===== src/rtl/cic_pkg.sv =====
package cic_pkg;
  localparam int NUM_LINES = 16;
  localparam int STAGE     = 8;
  localparam int LW        = $clog2(NUM_LINES);
  localparam int CASC      = 2;   // primary input fed by the secondary stage
  localparam int ALIAS     = 9;   // secondary line that absorbs the legacy line
  localparam int NUM_RANKS = NUM_LINES - 1;

  // line sitting at priority position p (0 = strongest)
  function automatic logic [LW-1:0] line_at(input int p);
    if (p < CASC)              return LW'(p);
    else if (p < CASC + STAGE) return LW'(p - CASC + STAGE);
    else                       return LW'(p - STAGE + 1);
  endfunction
endpackage


===== src/rtl/cic_route.sv =====
module cic_route
  import cic_pkg::*;
(
  input  logic [NUM_LINES-1:0] req_in,
  output logic [NUM_LINES-1:0] req_out
);
  always_comb begin
    req_out        = req_in;
    req_out[ALIAS] = req_in[ALIAS] | req_in[CASC];
    req_out[CASC]  = 1'b0;
  end
endmodule


===== src/rtl/cic_pick.sv =====
module cic_pick
  import cic_pkg::*;
(
  input  logic [NUM_LINES-1:0] cand,
  output logic                 any,
  output logic [LW-1:0]        line,
  output logic [LW-1:0]        rank
);
  always_comb begin
    any  = 1'b0;
    line = '0;
    rank = '1;
    for (int p = NUM_RANKS - 1; p >= 0; p--) begin
      if (cand[line_at(p)]) begin
        any  = 1'b1;
        line = line_at(p);
        rank = LW'(p);
      end
    end
  end
endmodule


===== src/rtl/cascade_irq_ctrl.sv =====
module cascade_irq_ctrl
  import cic_pkg::*;
(
  input  logic                 clk,
  input  logic                 rst_n,
  input  logic [NUM_LINES-1:0] irq_req,
  input  logic [NUM_LINES-1:0] mask,
  input  logic [7:0]           base_pri,
  input  logic [7:0]           base_sec,
  input  logic                 ack,
  input  logic                 eos,
  output logic                 cpu_int,
  output logic                 vec_valid,
  output logic [7:0]           vec
);
  localparam logic [NUM_LINES-1:0] CASC_BIT = NUM_LINES'(1) << CASC;
  localparam logic [NUM_LINES-1:0] SEC_BITS = {{STAGE{1'b1}}, {STAGE{1'b0}}};

  logic [NUM_LINES-1:0] eff_req, pend_q, pend_d, isr_q, isr_d;
  logic [NUM_LINES-1:0] cand, isr_view, ack_set, eos_clr, c_one, s_one;
  logic [LW-1:0]        c_line, c_rank, s_line, s_rank;
  logic                 c_any, s_any, take, vv_d;
  logic [7:0]           vec_d;

  cic_route u_route (.req_in(irq_req), .req_out(eff_req));

  assign cand     = pend_q & ~mask & ~CASC_BIT;
  assign isr_view = isr_q & ~CASC_BIT;

  cic_pick u_pick_pend (.cand(cand),     .any(c_any), .line(c_line), .rank(c_rank));
  cic_pick u_pick_isr  (.cand(isr_view), .any(s_any), .line(s_line), .rank(s_rank));

  assign cpu_int = c_any && (!s_any || (c_rank < s_rank));
  assign take    = ack && cpu_int;
  assign c_one   = NUM_LINES'(1) << c_line;
  assign s_one   = NUM_LINES'(1) << s_line;

  always_comb begin
    ack_set = '0;
    if (take) begin
      ack_set = c_one;
      if (c_line >= LW'(STAGE)) ack_set = ack_set | CASC_BIT;
    end
    eos_clr = '0;
    if (eos && s_any) begin
      eos_clr = s_one;
      if ((s_line >= LW'(STAGE)) && ((isr_view & SEC_BITS & ~s_one) == '0))
        eos_clr = eos_clr | CASC_BIT;
    end
    isr_d  = (isr_q & ~eos_clr) | ack_set;
    pend_d = (pend_q | eff_req) & ~(take ? c_one : '0);
    vv_d   = take;
    if (c_line < LW'(STAGE)) vec_d = {base_pri[7:3], c_line[2:0]};
    else                     vec_d = {base_sec[7:3], c_line[2:0]};
  end

  always_ff @(posedge clk or negedge rst_n) begin
    if (!rst_n) begin
      pend_q    <= '0;
      isr_q     <= '0;
      vec_valid <= 1'b0;
      vec       <= '0;
    end else begin
      pend_q    <= pend_d;
      isr_q     <= isr_d;
      vec_valid <= vv_d;
      if (take) vec <= vec_d;
    end
  end

  AST_VEC_AFTER_ACK: assert property (@(posedge clk) disable iff (!rst_n)
    vec_valid |-> $past(ack));
  AST_NO_VEC_IDLE_ACK: assert property (@(posedge clk) disable iff (!rst_n)
    (ack && !cpu_int) |=> !vec_valid);
  AST_MASKED_NOT_RAISED: assert property (@(posedge clk) disable iff (!rst_n)
    cpu_int |-> !mask[c_line]);
  AST_TAKE_IN_SERVICE: assert property (@(posedge clk) disable iff (!rst_n)
    take |=> ((isr_q & $past(ack_set)) == $past(ack_set)));
  AST_CASC_WITH_SEC: assert property (@(posedge clk) disable iff (!rst_n)
    (|(isr_q & SEC_BITS)) |-> isr_q[CASC]);
  AST_NO_LINE2_VEC: assert property (@(posedge clk) disable iff (!rst_n)
    vec_valid |-> (vec[2:0] != 3'd2 || vec[7:3] == base_sec[7:3]));
endmodule


===== config.mk =====
export PLATFORM = sky130hd
export DESIGN_NAME = cascade_irq_ctrl
export DESIGN_NICKNAME = d
export VERILOG_FILES = /design/src/rtl/cic_pkg.sv /design/src/rtl/cic_route.sv /design/src/rtl/cic_pick.sv /design/src/rtl/cascade_irq_ctrl.sv
export SDC_FILE = /design/constraint.sdc
export NUM_CORES = 1
export LEC_CHECK = 0
export ABC_AREA = 1
export BUFFER_PORTS_ARGS = -buffer_cell sky130_fd_sc_hd__buf_2
export CAP_MARGIN = 20
export CORE_ASPECT_RATIO = 1.75
export CORE_MARGIN = 5
export CORE_UTILIZATION = 26
export DETAILED_ROUTE_END_ITERATION = 10
export GPL_TIMING_DRIVEN = 0
export MAX_ROUTING_LAYER = met4
export PLACE_DENSITY = 0.54
export SLEW_MARGIN = 20
export SYNTH_ARGS = -nofsm -noshare
export SYNTH_HDL_FRONTEND = slang
export SYNTH_SLANG_ARGS = --single-unit

===== constraint.sdc =====
create_clock -name clk -period 2.28 [get_ports clk]
set_input_delay 0.114 -clock clk [delete_from_list [all_inputs] [get_ports clk]]
set_output_delay 0.114 -clock clk [all_outputs]
set_load 0.01 [all_outputs]

==> results of run 1 <==
cells by family (layout without fill, tap and decap cells):
family                     Yosys count  in the layout
and+or+nand+nor                    236            236
DFF                                 39             39
AOI/OAI and AO/OA                   37             37
buffers and inverters               79            146
adders and majority gates            3              3
worst min-delay path, cell delays in order:
cell                      delay (ns)
sky130_fd_sc_hd__buf_2          0.08
sky130_fd_sc_hd__nor2_1         0.03
sky130_fd_sc_hd__nand2_1        0.04
sky130_fd_sc_hd__nand2_1        0.04
sky130_fd_sc_hd__inv_1          0.04
synth_stat cells:
| cell | count | share of area, % |
|---|---|---|
| sky130_fd_sc_hd__nand2_1 | 136 | 19 |
| sky130_fd_sc_hd__inv_1 | 69 | 9.8 |
| sky130_fd_sc_hd__dfrtp_1 | 39 | 37 |
| sky130_fd_sc_hd__nor2_1 | 39 | 5.5 |
| sky130_fd_sc_hd__o21ai_0 | 23 | 4.3 |
| sky130_fd_sc_hd__or2_2 | 15 | 3.5 |
| sky130_fd_sc_hd__nand4_1 | 13 | 3.1 |
| sky130_fd_sc_hd__nand3_1 | 12 | 2.3 |
| sky130_fd_sc_hd__nand4_2 | 11 | 5.2 |
| sky130_fd_sc_hd__a21oi_1 | 8 | 1.5 |
| sky130_fd_sc_hd__nor3_1 | 4 | 0.76 |
| sky130_fd_sc_hd__buf_4 | 3 | 0.85 |
| sky130_fd_sc_hd__clkbuf_1 | 3 | 0.43 |
| sky130_fd_sc_hd__ha_1 | 3 | 1.4 |
| sky130_fd_sc_hd__nor4_1 | 2 | 0.47 |
| sky130_fd_sc_hd__a21oi_2 | 1 | 0.33 |
| sky130_fd_sc_hd__a31oi_1 | 1 | 0.24 |
| sky130_fd_sc_hd__buf_12 | 1 | 0.76 |
| sky130_fd_sc_hd__buf_2 | 1 | 0.19 |
| sky130_fd_sc_hd__buf_6 | 1 | 0.43 |
| sky130_fd_sc_hd__inv_2 | 1 | 0.14 |
| sky130_fd_sc_hd__nand2_2 | 1 | 0.24 |
| sky130_fd_sc_hd__nand2_4 | 1 | 0.43 |
| sky130_fd_sc_hd__nand3_4 | 1 | 0.66 |
| sky130_fd_sc_hd__nor2_2 | 1 | 0.24 |
| sky130_fd_sc_hd__o21a_1 | 1 | 0.28 |
| sky130_fd_sc_hd__o21ai_1 | 1 | 0.19 |
| sky130_fd_sc_hd__o21bai_1 | 1 | 0.28 |
| sky130_fd_sc_hd__o31ai_1 | 1 | 0.28 |
metal layers:
layer	share of wire (%)	up-vias	wire, µm	GRT usage [%]
li1	-	1357	-	-
met1	33	1280	2650	12.8
met2	58	59	4600	26.0
met3	3.0	22	234	1.95
met4	5.6	0	440	9.28
met5	0	-	0	-
final timing paths:
kind / startpoint / to / slack, ns / depth (start not counted)
worst min-delay path: irq_req[9] / pend_q[9] / 0.09 / 5
worst max-delay path: isr_q[6] / cpu_int / -0.04 / 22
worst max register to register: isr_q[6] / pend_q[11] / 0.01 / 23
min in group asynchronous: rst_n / pend_q[5] / 0.50 / 2
worst min register to register: vec[7] / vec[7] / 0.47 / 2
max in group asynchronous: rst_n / pend_q[8] / 1.20 / 2
state kept, by name, indices dropped and copies added (netlist names):
signal and flops:
isr_q 15, pend_q 15, vec 8, vec_valid 1
timing repair:
action / 4_1_cts / 5_1_grt
setup buffers: 4 / 0
pin swaps: 3 / 5
endpoints found under the setup margin: 7 / 40
hold endpoints to repair: 39 / 0
cloned: 0 / 1
resized for setup: 11 / 39
hold buffers: 1 / 0
layout make-up:
| cell class | count | area (µm²) | share of cell area (%) |
|---|---|---|---|
| Tap cell | 125 | 156 | 4.51 |
| Clock buffer | 5 | 125 | 3.61 |
| Clock inverter | 3 | 15.0 | 0.433 |
| Multi-Input combinational cell | 276 | 1520 | 43.7 |
| Buffer | 9 | 71.3 | 2.06 |
| Inverter | 70 | 263 | 7.58 |
| Timing Repair Buffer | 59 | 344 | 9.92 |
| Sequential cell | 39 | 976 | 28.1 |
per-stage QoR:
| stage | area [µm²] | hold slack [ns] |
|---|---|---|
| finish | 3470 | 0.0904 |
| global route | 3470 | 0.106 |
| CTS | 3280 | 0.0945 |
| detailed placement | 3070 | 0.295 |
| global placement | 3070 | 0.294 |
| floorplan | 2650 | -0.182 |
cell usage in the layout, fill, tap and decap left out, drive strengths merged, types with 9 or more instances in the layout:
cell type and count:
nand4 24, nand2 138, inv 70, nand3 13
or2 15, nor2 40, clkbuf 9, dfrtp 39
a21oi 9, o21ai 24, buf 63
report_power, final:
group / switching (mW) / leakage, nW / total, mW / internal, mW
Combinational: 1.42 / 1.32 / 2.42 / 0.991
Sequential: 0.153 / 0.447 / 1.04 / 0.890
Clock: 0.277 / 0.0733 / 0.676 / 0.399
==> metrics.txt, run 1 <==
classification of the worst-slack hold path primary input to register; number of global-route vias before repair 2757; xor and xnor area share after synthesis 0%; global route overflow 0; ratio of total power to cell area 1190 nW/µm²; violated checks negative setup slack; Compound-Gate Fraction of Synth Area 7.47%; count of state elements after synthesis 39; DRC violations left 0; standby leakage power 1.84 nW; via density per instance between 4 and 5; mapped cell area 2650 µm²; final cycle utilization of the critical path 102%; CP delay by family, top simple AND/OR/NAND/NOR gates; antenna violations before repair 0; number of nets with antenna violations after routing 0; Unique masters post-synth 29; kind of critical path register to primary output; buffer levels on the longest clock path 2; kind of end point of the critical path primary output; routed length per instance roughly 14 µm; Data required, critical path 2.17 ns; Slew HR 39.5%; height of the chip between 100 and 150 µm; Net count, final 515; antenna cell count 0; number of buffers added by the clock tree synthesis step 5; worst setup skew after layout 0.00377 ns; clock insertion delay at the later pin of the skew report between 0.2 and 0.3 ns; warning count from the yosys run 0; largest family of logic cells by synthesized area simple AND/OR/NAND/NOR gates; MaxCap Viol Count 0; Max Clock Freq 0.431 GHz; master cell of the clock root buffer sky130_fd_sc_hd__clkbuf_16; adder-cell share of the synthesized area 1.42%; synthesis-to-layout area growth 31.0%; cells along the critical path nor2_1 > o21ai_1 > nand2_1 > nand2_1 > nand2_1 > nand2_1 > nand2_1 > nand2_1 > nand2_1 > nand2_1 > nand2_1 > a21oi_2 > nand2_1 > nand2_1 > nand2_1 > nand2_1 > nand2_2 > nand2_4 > buf_6 > nand2_2 > inv_2 > buf_6; all-layer global routing usage between 10% and 20%; setup TNS after final layout -0.0421 ns; post-route total power 4.13 mW; Data arrival, critical path 2.21 ns; Clock Pin Slew Worst Setup and Hold Paths ~0.060 ns; routed vias about 2700; min cycle time layout approximately 2.3 ns; Die Outline Area 12400 µm²; Routability Congestion 0.840; core region area about 9900 µm²; number of hold violations in the final report 0; initial core utilization between 20% and 30%; maximum ir drop on the vdd rail between 0.0006 and 0.0007 V; cell count after synthesis about 390; clk sink count 39; simple-gate share of the synthesized area a little over two fifths; first-pass GRT wire length 12900 µm; number of buffer cells added on primary ports 53; transition time of the tightest slew-check pin 0.907 ns; horizontal die dimension approximately 86 µm; DPL Wire Length 6310 µm; Synthesized Nets between 400 and 500; number of design-rule violations left by the first detailed-router iteration 97; CTS tree built; library cell contributing the largest single delay on the critical path sky130_fd_sc_hd__dfrtp_1; Layout Cells excl Fill 586; final core occ 35.0%; portion of the post-synthesis area used by sequential elements 36.9%; setup repair after global routing missed its margin true; I/O pin count a little over 60; outcome finished, violations left; Worst Setup Start Kind register; average cell area after synthesis 6.72 µm²; most frequent CP cell sky130_fd_sc_hd__nand2_1; detailed-route wire length a little under 8000 µm; proportion of layout cells with a drive suffix above 1 slightly below 30%; number of optimization iterations in the first detailed-route pass 4; CP max stage delay between 0.4 and 0.5 ns; number of placement rows between 40 and 50; maximum number of pins on one net before global-route repair 40; worst-case setup margin in the final layout -0.0421 ns; level count of the clock H-tree 2; count of buffer and inverter cells on the critical path 3; Finish-stage setup viols 1; cell count after placement 572; pre-CTS WS -0.0125 ns; mux contribution to synthesized area 0%; largest driver fanout on the critical path 5; number of pins exceeding their max-slew limit in the final report 0; # fillers 1046
Note: power is estimated with default switching activity, not from simulation.
==> run 2, diff against run 1 <==
--- a/config.mk
+++ b/config.mk
@@ -5,9 +5,8 @@
 export SDC_FILE = /design/constraint.sdc
 export NUM_CORES = 1
 export LEC_CHECK = 0
-export ABC_AREA = 1
 export BUFFER_PORTS_ARGS = -buffer_cell sky130_fd_sc_hd__buf_2
-export CAP_MARGIN = 20
+export CAP_MARGIN = 5
 export CORE_ASPECT_RATIO = 1.75
 export CORE_MARGIN = 5
 export CORE_UTILIZATION = 26
==> metrics.txt, run 2 <==
portion of the post-synthesis area used by sequential elements 40.7% (+3.8 points); routed length on met1 2910 µm (+9.6%); largest driver fanout on the critical path 6 (+1); setup TNS after final layout -16.13 ns (-16.09 ns); CP delay by family, top compound AO/OA/AOI/OAI gates; Slew HR 30.8% (-8.7 points); # fillers 929 (-11%); kind of critical path register to register; beginning of the worst hold path irq_req[0]; worst setup skew after layout 0.00613 ns (+0.00236 ns); ys flop type sky130_fd_sc_hd__dfrtp_1; DRC violations left 0 (unchanged); Data required, critical path 2.45 ns (+0.28 ns); outcome finished, violations left; FF-to-FF End pend_q[14]; startpoint of the worst-slack reg-to-reg timing path isr_q[13]; most frequent standard cell in the layout excluding fill and tap cells sky130_fd_sc_hd__buf_2; I/O pin count 62 (unchanged); tightest hold margin 0.0438 ns (-0.0466 ns); library cell contributing the largest single delay on the critical path sky130_fd_sc_hd__dfrtp_2; routed vias 2334 (-14%); standby leakage power 1.45 nW (-21%); average cell area after synthesis 9.80 µm² (+46%); number of hold violations in the final report 0 (unchanged); height of the chip 137 µm (-4.5%); horizontal die dimension 82.6 µm (-4.2%); ratio of total power to cell area 1230 nW/µm² (+3.4%); transition time of the tightest slew-check pin 1.04 ns (+0.129 ns); cell count after synthesis 245 (-38%); number of synthesized flops with an enable pin 0 (unchanged); number of global-route vias before repair 2443 (-11%); count of state elements after synthesis 39 (unchanged); final core occ 38.2% (+3.2 points); Unique masters post-synth 58 (+100%); post-route total power 4.26 mW (+3.0%); kind of end point of the critical path register; number of buffers added by the clock tree synthesis step 5 (unchanged); first-pass GRT wire length 12500 µm (-3.4%); Data arrival, critical path 2.97 ns (+0.76 ns); DPL Wire Length 5820 µm (-7.8%); Net count, final 389 (-24%); proportion of layout cells with a drive suffix above 1 46.3% (+17 points); clock insertion delay at the later pin of the skew report 0.29 ns (about the same); Max Clock Freq 0.357 GHz (-17%); cell count of the worst hold path 2 (-3); leading cell types by count after synthesis sky130_fd_sc_hd__dfrtp_1 (39), sky130_fd_sc_hd__o21ai_0 (25), sky130_fd_sc_hd__nand2_1 (17); via density per instance 5.13 (+11%); mapped cell area 2400 µm² (-9.4%); all-layer global routing usage 15.1% (+1.2 points); Finished Cell Area 3450 µm² (-0.40%); hold endpoint pend_q[0]; antenna violations before repair 0 (unchanged); CTS tree built; highest metal layer with signal wires met4; master cell of the clock root buffer sky130_fd_sc_hd__clkbuf_16; detailed route wirelength on metal2 4670 µm (+1.6%); number of pins exceeding their max-slew limit in the final report 0 (unchanged); synthesis-to-layout area growth 43.9%; min cycle time layout 2.80 ns (+0.477 ns); count of cells along the worst register-to-register path 11 (-52%); Routability Congestion 0.842 (+0.26%); cell with the most instances after synthesis sky130_fd_sc_hd__dfrtp_1; warning count from the yosys run 0 (unchanged); maximum number of pins on one net before global-route repair 40 (unchanged); CP startpoint isr_q[13]; share of synthesized flip-flops with an asynchronous set or reset 100% (unchanged); cells along the critical path nor4_4 > o41ai_2 > nand2_1 > ha_1 > a21o_1 > a21oi_2 > o21a_2 > or3b_1 > buf_6 > buf_8 > o32a_1; leading cell types by total area after synthesis sky130_fd_sc_hd__dfrtp_1 (41%), sky130_fd_sc_hd__o21ai_0 (5.2%), sky130_fd_sc_hd__mux2_2 (5.2%), sky130_fd_sc_hd__nand2b_1 (3.6%), sky130_fd_sc_hd__o31ai_1 (3.4%); MaxCap Viol Count 0 (unchanged); number of optimization iterations in the first detailed-route pass 4 (unchanged); detailed-route wire length 8000 µm (+0.93%); level count of the clock H-tree 2 (unchanged); total met3 wirelength after detailed routing 170 µm (-27%); count of buffer and inverter cells on the critical path 2 (-1); clk sink count 39 (unchanged); Synthesized Nets 300 (-33%); worst-case register-to-register setup slack -0.52 ns (-0.53 ns); number of placement rows 46 (-4.2%); largest registers isr_q (15), pend_q (15), vec (8); classification of the worst-slack hold path primary input to register; number of design-rule violations left by the first detailed-router iteration 112 (+15%); post-synth top area share 40.7% (+3.8 points); Levels on crit path 11 (-50%); buffer levels on the longest clock path 2 (unchanged); maximum ir drop on the vdd rail 0.000570 V (-15%); final cycle utilization of the critical path 123% (+21 points); Finish-stage setup viols 40 (+39); number of nets with antenna violations after routing 0 (unchanged); routed length per instance 17.6 µm (+30%); largest area contributor in the synthesized netlist sky130_fd_sc_hd__dfrtp_1; CP max stage delay 0.43 ns (+0.02 ns); commonest cells after routing, fill and taps aside sky130_fd_sc_hd__buf_2 (54), sky130_fd_sc_hd__dfrtp_1 (30), sky130_fd_sc_hd__buf_4 (22); antenna cell count 0 (unchanged); Worst Setup Start Kind register; Clock Pin Slew Worst Setup and Hold Paths 0.06 ns (about the same); initial core utilization 26.6% (-0.16 points); Die Outline Area 11300 µm² (-8.5%); number of buffer cells added on primary ports 54 (+1.9%); core region area 9040 µm² (-8.8%); global route overflow 0 (unchanged); violated checks negative setup slack; setup repair after global routing missed its margin true; Post-DP Area 2830 µm² (-7.8%); worst-case setup margin in the final layout -0.519 ns (-0.477 ns)
run 2: changes by cell type after synthesis, moves of 7 or more:
cell / delta
sky130_fd_sc_hd__nor2_1: -28
sky130_fd_sc_hd__nand4_1: -8
sky130_fd_sc_hd__o31ai_1: +10
sky130_fd_sc_hd__nor2b_1: +13
sky130_fd_sc_hd__nand2_1: -119
sky130_fd_sc_hd__o22a_1: +7
sky130_fd_sc_hd__mux2_2: +11
sky130_fd_sc_hd__nand2b_1: +14
sky130_fd_sc_hd__nand4_2: -11
sky130_fd_sc_hd__or2_2: -13
sky130_fd_sc_hd__inv_1: -65
sky130_fd_sc_hd__o32a_1: +7
run 2: through the flow:
stage	instances	setup WS, ns
final	455	-0.519
after global routing	455	-0.598
after CTS	450	-0.492
after detailed placement	419	-0.891
after global placement	419	-0.854
after floorplan	245	-0.514
run 2: worst max path at each step:
stage | endpoint | slack, ns
final | pend_q[14] | -0.52
after CTS | isr_q[12] | -0.49
after floorplan | pend_q[14] | -0.51
after detailed placement | pend_q[14] | -0.89
after global routing | isr_q[4] | -0.60
after global placement | pend_q[14] | -0.85
run 2: report_power, final:
part | internal, mW | switching [mW]
registers | 0.882 | 0.185
clock network | 0.628 | 0.279
logic | 1.12 | 1.16
total | 2.63 | 1.62
run 2: layout make-up:
cell class                      instances  area, µm²  area share, %
Tap cell                              120        150           4.35
Timing Repair Buffer                   84        524           15.2
Clock inverter                          2       60.1           1.74
Inverter                                4       15.0          0.435
Clock buffer                            6        129           3.73
Buffer                                  4       35.0           1.01
Multi-Input combinational cell        196       1550           45.0
Sequential cell                        39        987           28.6
run 2: metal layers:
metal | vias to the layer above | GRT usage [%]
met5 | - | -
met4 | 0 | 6.91
met3 | 22 | 1.19
met2 | 58 | 28.6
met1 | 1135 | 15.2
li1 | 1119 | -
run 2: kinds of logic (layout without fill, tap and decap cells):
| family | after synthesis | count (layout) | synth area share, % |
|---|---|---|---|
| adders and majority gates | 3 | 3 | 1.56 |
| AOI/OAI and AO/OA | 89 | 89 | 27.0 |
| buffers and inverters | 10 | 100 | 2.40 |
| and+or+nand+nor | 92 | 92 | 22.8 |
| DFF | 39 | 39 | 40.7 |
| muxes | 12 | 12 | 5.58 |
run 2: repair_timing:
item,4_1_cts,5_1_grt
hold buffers,1,0
gates resized for setup,55,14
setup buffers,23,6
endpoints found under the setup margin,40,40
pin swaps,18,9
endpoints found under the hold margin,39,0
run 2: worst register-to-register path: cells and delay by family (launching register included):
family                   cells  cell delay [ns]
flip-flops                   1             0.43
adder cells (fa/ha/maj)      1             0.24
buffers and inverters        2             0.26
AO/OA/AOI/OAI                5             0.94
AND/OR/NAND/NOR              3             0.81
==> run 3, diff against run 2 <==
--- a/config.mk
+++ b/config.mk
@@ -5,6 +5,7 @@
 export SDC_FILE = /design/constraint.sdc
 export NUM_CORES = 1
 export LEC_CHECK = 0
+export ABC_AREA = 1
 export BUFFER_PORTS_ARGS = -buffer_cell sky130_fd_sc_hd__buf_2
 export CAP_MARGIN = 5
 export CORE_ASPECT_RATIO = 1.75
@@ -13,7 +14,7 @@
 export DETAILED_ROUTE_END_ITERATION = 10
 export GPL_TIMING_DRIVEN = 0
 export MAX_ROUTING_LAYER = met4
-export PLACE_DENSITY = 0.54
+export PLACE_DENSITY = 0.55
 export SLEW_MARGIN = 20
 export SYNTH_ARGS = -nofsm -noshare
 export SYNTH_HDL_FRONTEND = slang
==> constraint.sdc (replaced) <==
create_clock -name clk -period 2.3 [get_ports clk]
set_input_delay 0.115 -clock clk [delete_from_list [all_inputs] [get_ports clk]]
set_output_delay 0.115 -clock clk [all_outputs]
set_load 0.01 [all_outputs]
==> metrics.txt, run 3 (synthesized netlist as in run 1, its figures left out) <==
outcome finished, violations left; violated checks negative setup slack; DPL Wire Length 6290 µm (+8.1%); cell count after placement 572 (+37%); kind of critical path register to primary output; Data arrival, critical path 2.20 ns (-0.77 ns); proportion of layout cells with a drive suffix above 1 25.7% (-21 points); count of buffer and inverter cells on the critical path 6 (+4); clk sink count 39 (unchanged); min cycle time layout 2.32 ns; all-layer global routing usage 13.5% (-1.6 points); final cycle utilization of the critical path 101%; routed vias 2614 (+12%); I/O pin count 62 (unchanged); classification of the worst-slack hold path primary input to register; CTS tree built; antenna cell count 0 (unchanged); number of buffer cells added on primary ports 53 (-1.9%); setup repair after global routing missed its margin true; number of pins exceeding their max-slew limit in the final report 0 (unchanged); DRC violations left 0 (unchanged); Slew HR 38.8% (+8.0 points); buffer levels on the longest clock path 2 (unchanged); detailed-route wire length 7760 µm (-3.0%); Die Outline Area 12400 µm² (+9.3%); core region area 9910 µm² (+9.7%); horizontal die dimension 86.3 µm (+4.4%); most frequent standard cell in the layout excluding fill and tap cells sky130_fd_sc_hd__nand2_1; MaxCap Viol Count 0 (unchanged); maximum ir drop on the vdd rail 0.000926 V (+62%); Max Clock Freq 0.432 GHz; largest registers isr_q (15), pend_q (15), vec (8); global route overflow 0 (unchanged); number of design-rule violations left by the first detailed-router iteration 146 (+30%); Worst Setup Start Kind register; switching portion of total power 43.2% (+5.0 points); largest driver fanout on the critical path 3 (-3); number of hold violations in the final report 0 (unchanged); master cell of the clock root buffer sky130_fd_sc_hd__clkbuf_16; number of optimization iterations in the first detailed-route pass 4 (unchanged); commonest cells after routing, fill and taps aside sky130_fd_sc_hd__nand2_1 (132), sky130_fd_sc_hd__inv_1 (66), sky130_fd_sc_hd__buf_2 (54); maximum number of pins on one net before global-route repair 40 (unchanged); number of nets with antenna violations after routing 0 (unchanged); antenna violations before repair 0 (unchanged); kind of end point of the critical path primary output; worst setup skew after layout 0.00458 ns (-0.00155 ns); standby leakage power 1.82 nW (+26%); ratio of total power to cell area 1160 nW/µm² (-5.9%); Data required, critical path 2.18 ns (-0.27 ns); pre-CTS WS 0.0135 ns (+0.904 ns); tightest hold margin 0.0985 ns (+0.0547 ns); Net count, final 513 (+32%); clock insertion delay at the later pin of the skew report 0.29 ns (about the same); clock share of power 21.2% (about the same); Layout Cells excl Fill 584 (+28%); number of buffers added by the clock tree synthesis step 5 (unchanged); cells along the critical path inv_2 > nor2_4 > inv_2 > nand2_2 > inv_2 > a21oi_2 > o21ai_2 > a31oi_1 > ha_1 > nand2_1 > nand2_1 > nand2_1 > nand2_2 > nand2_4 > buf_6 > nand2_2 > inv_1 > buf_2; synthesis-to-layout area growth 25.6%; number of placement rows 48 (+4.3%); library cell contributing the largest single delay on the critical path sky130_fd_sc_hd__dfrtp_1; Flop pwr share 26.5% (+1.4 points); via density per instance 4.48 (-13%); cell-internal power 2.19 mW (-17%); number of global-route vias before repair 2744 (+12%); Clock Pin Slew Worst Setup and Hold Paths 0.06 ns (about the same); CP delay by family, top simple AND/OR/NAND/NOR gates; CP max stage delay 0.35 ns (-0.08 ns); Routability Congestion 0.851 (+1.1%); transition time of the tightest slew-check pin 0.918 ns (-0.118 ns); setup TNS after final layout -0.0154 ns (+16.11 ns); height of the chip 143 µm (+4.7%); Finish-stage setup viols 1 (-98%); level count of the clock H-tree 2 (unchanged); combinational cell fraction of total power 52.3% (-1.3 points); initial core utilization 26.7% (+0.16 points); first-pass GRT wire length 12500 µm (+0.38%); Psw 1.66 mW (+2.6%); worst-case setup margin in the final layout -0.0154 ns (+0.504 ns); routed length per instance 13.3 µm (-24%)
[run 3: metrics by stage]
| stage | utilization [%] | cell area [µm²] | power (mW) |
|---|---|---|---|
| floorplan | - | 2650 | 2.40 |
| global placement | 31.0 | 3070 | 2.89 |
| detailed placement | 31.0 | 3070 | 2.92 |
| CTS | 33.3 | 3300 | 3.88 |
| global route | 33.6 | 3330 | 4.17 |
| finish | 33.6 | 3330 | 3.86 |
[run 3: layout make-up]
cell class / instances / area (µm²)
sequential: 39 / 976
clock inverter: 2 / 35.0
clock buffer: 6 / 139
fill: 1080 / 6580
inverter: 70 / 263
timing repair buffer: 57 / 298
tap: 125 / 156
multi-input combinational: 276 / 1390
buffer: 9 / 70.1
[run 3: what timing repair did]
| item | in CTS | in global routing |
|---|---|---|
| pin swaps | 4 | 0 |
| hold endpoints to repair | 22 | 0 |
| buffers inserted | 3 | 0 |
| setup endpoints to repair | 1 | 40 |
| resized for setup | 13 | 6 |
| hold buffers | 1 | 0 |
[run 3: per-layer routing]
metal / vias up / global-route usage, % / share of wire [%]
li1: 1347 / - / -
met1: 1198 / 12.3 / 36
met2: 49 / 26.1 / 57
met3: 20 / 1.32 / 2.0
met4: 0 / 8.46 / 5.1
met5: - / - / 0
[run 3: power by group through the flow]
stage               clock network, mW  logic, mW  registers, mW
global placement                    0       1.86           1.02
finish                          0.817       2.02           1.02
CTS                             0.835       2.02           1.02
global route                    0.850       2.27           1.05
detailed placement                  0       1.89           1.03
floorplan                           0       1.36           1.03
[run 3: tightest hold or removal path, cell delays in order]
cell	delay (ns)
sky130_fd_sc_hd__buf_2	0.07
sky130_fd_sc_hd__nor2_1	0.03
sky130_fd_sc_hd__nand2_1	0.05
sky130_fd_sc_hd__nand2_1	0.05
sky130_fd_sc_hd__inv_1	0.04
[run 3: final timing paths]
check,to,cells after the start,slack (ns),startpoint
worst max-delay path,cpu_int,18,-0.02,pend_q[3]
worst min register to register,vec[1],2,0.47,vec[1]
worst min-delay path,pend_q[9],5,0.1,irq_req[9]
max in group asynchronous,isr_q[9],2,1.21,rst_n
worst max register to register,pend_q[8],19,0.01,pend_q[3]
min in group asynchronous,pend_q[5],2,0.51,rst_n
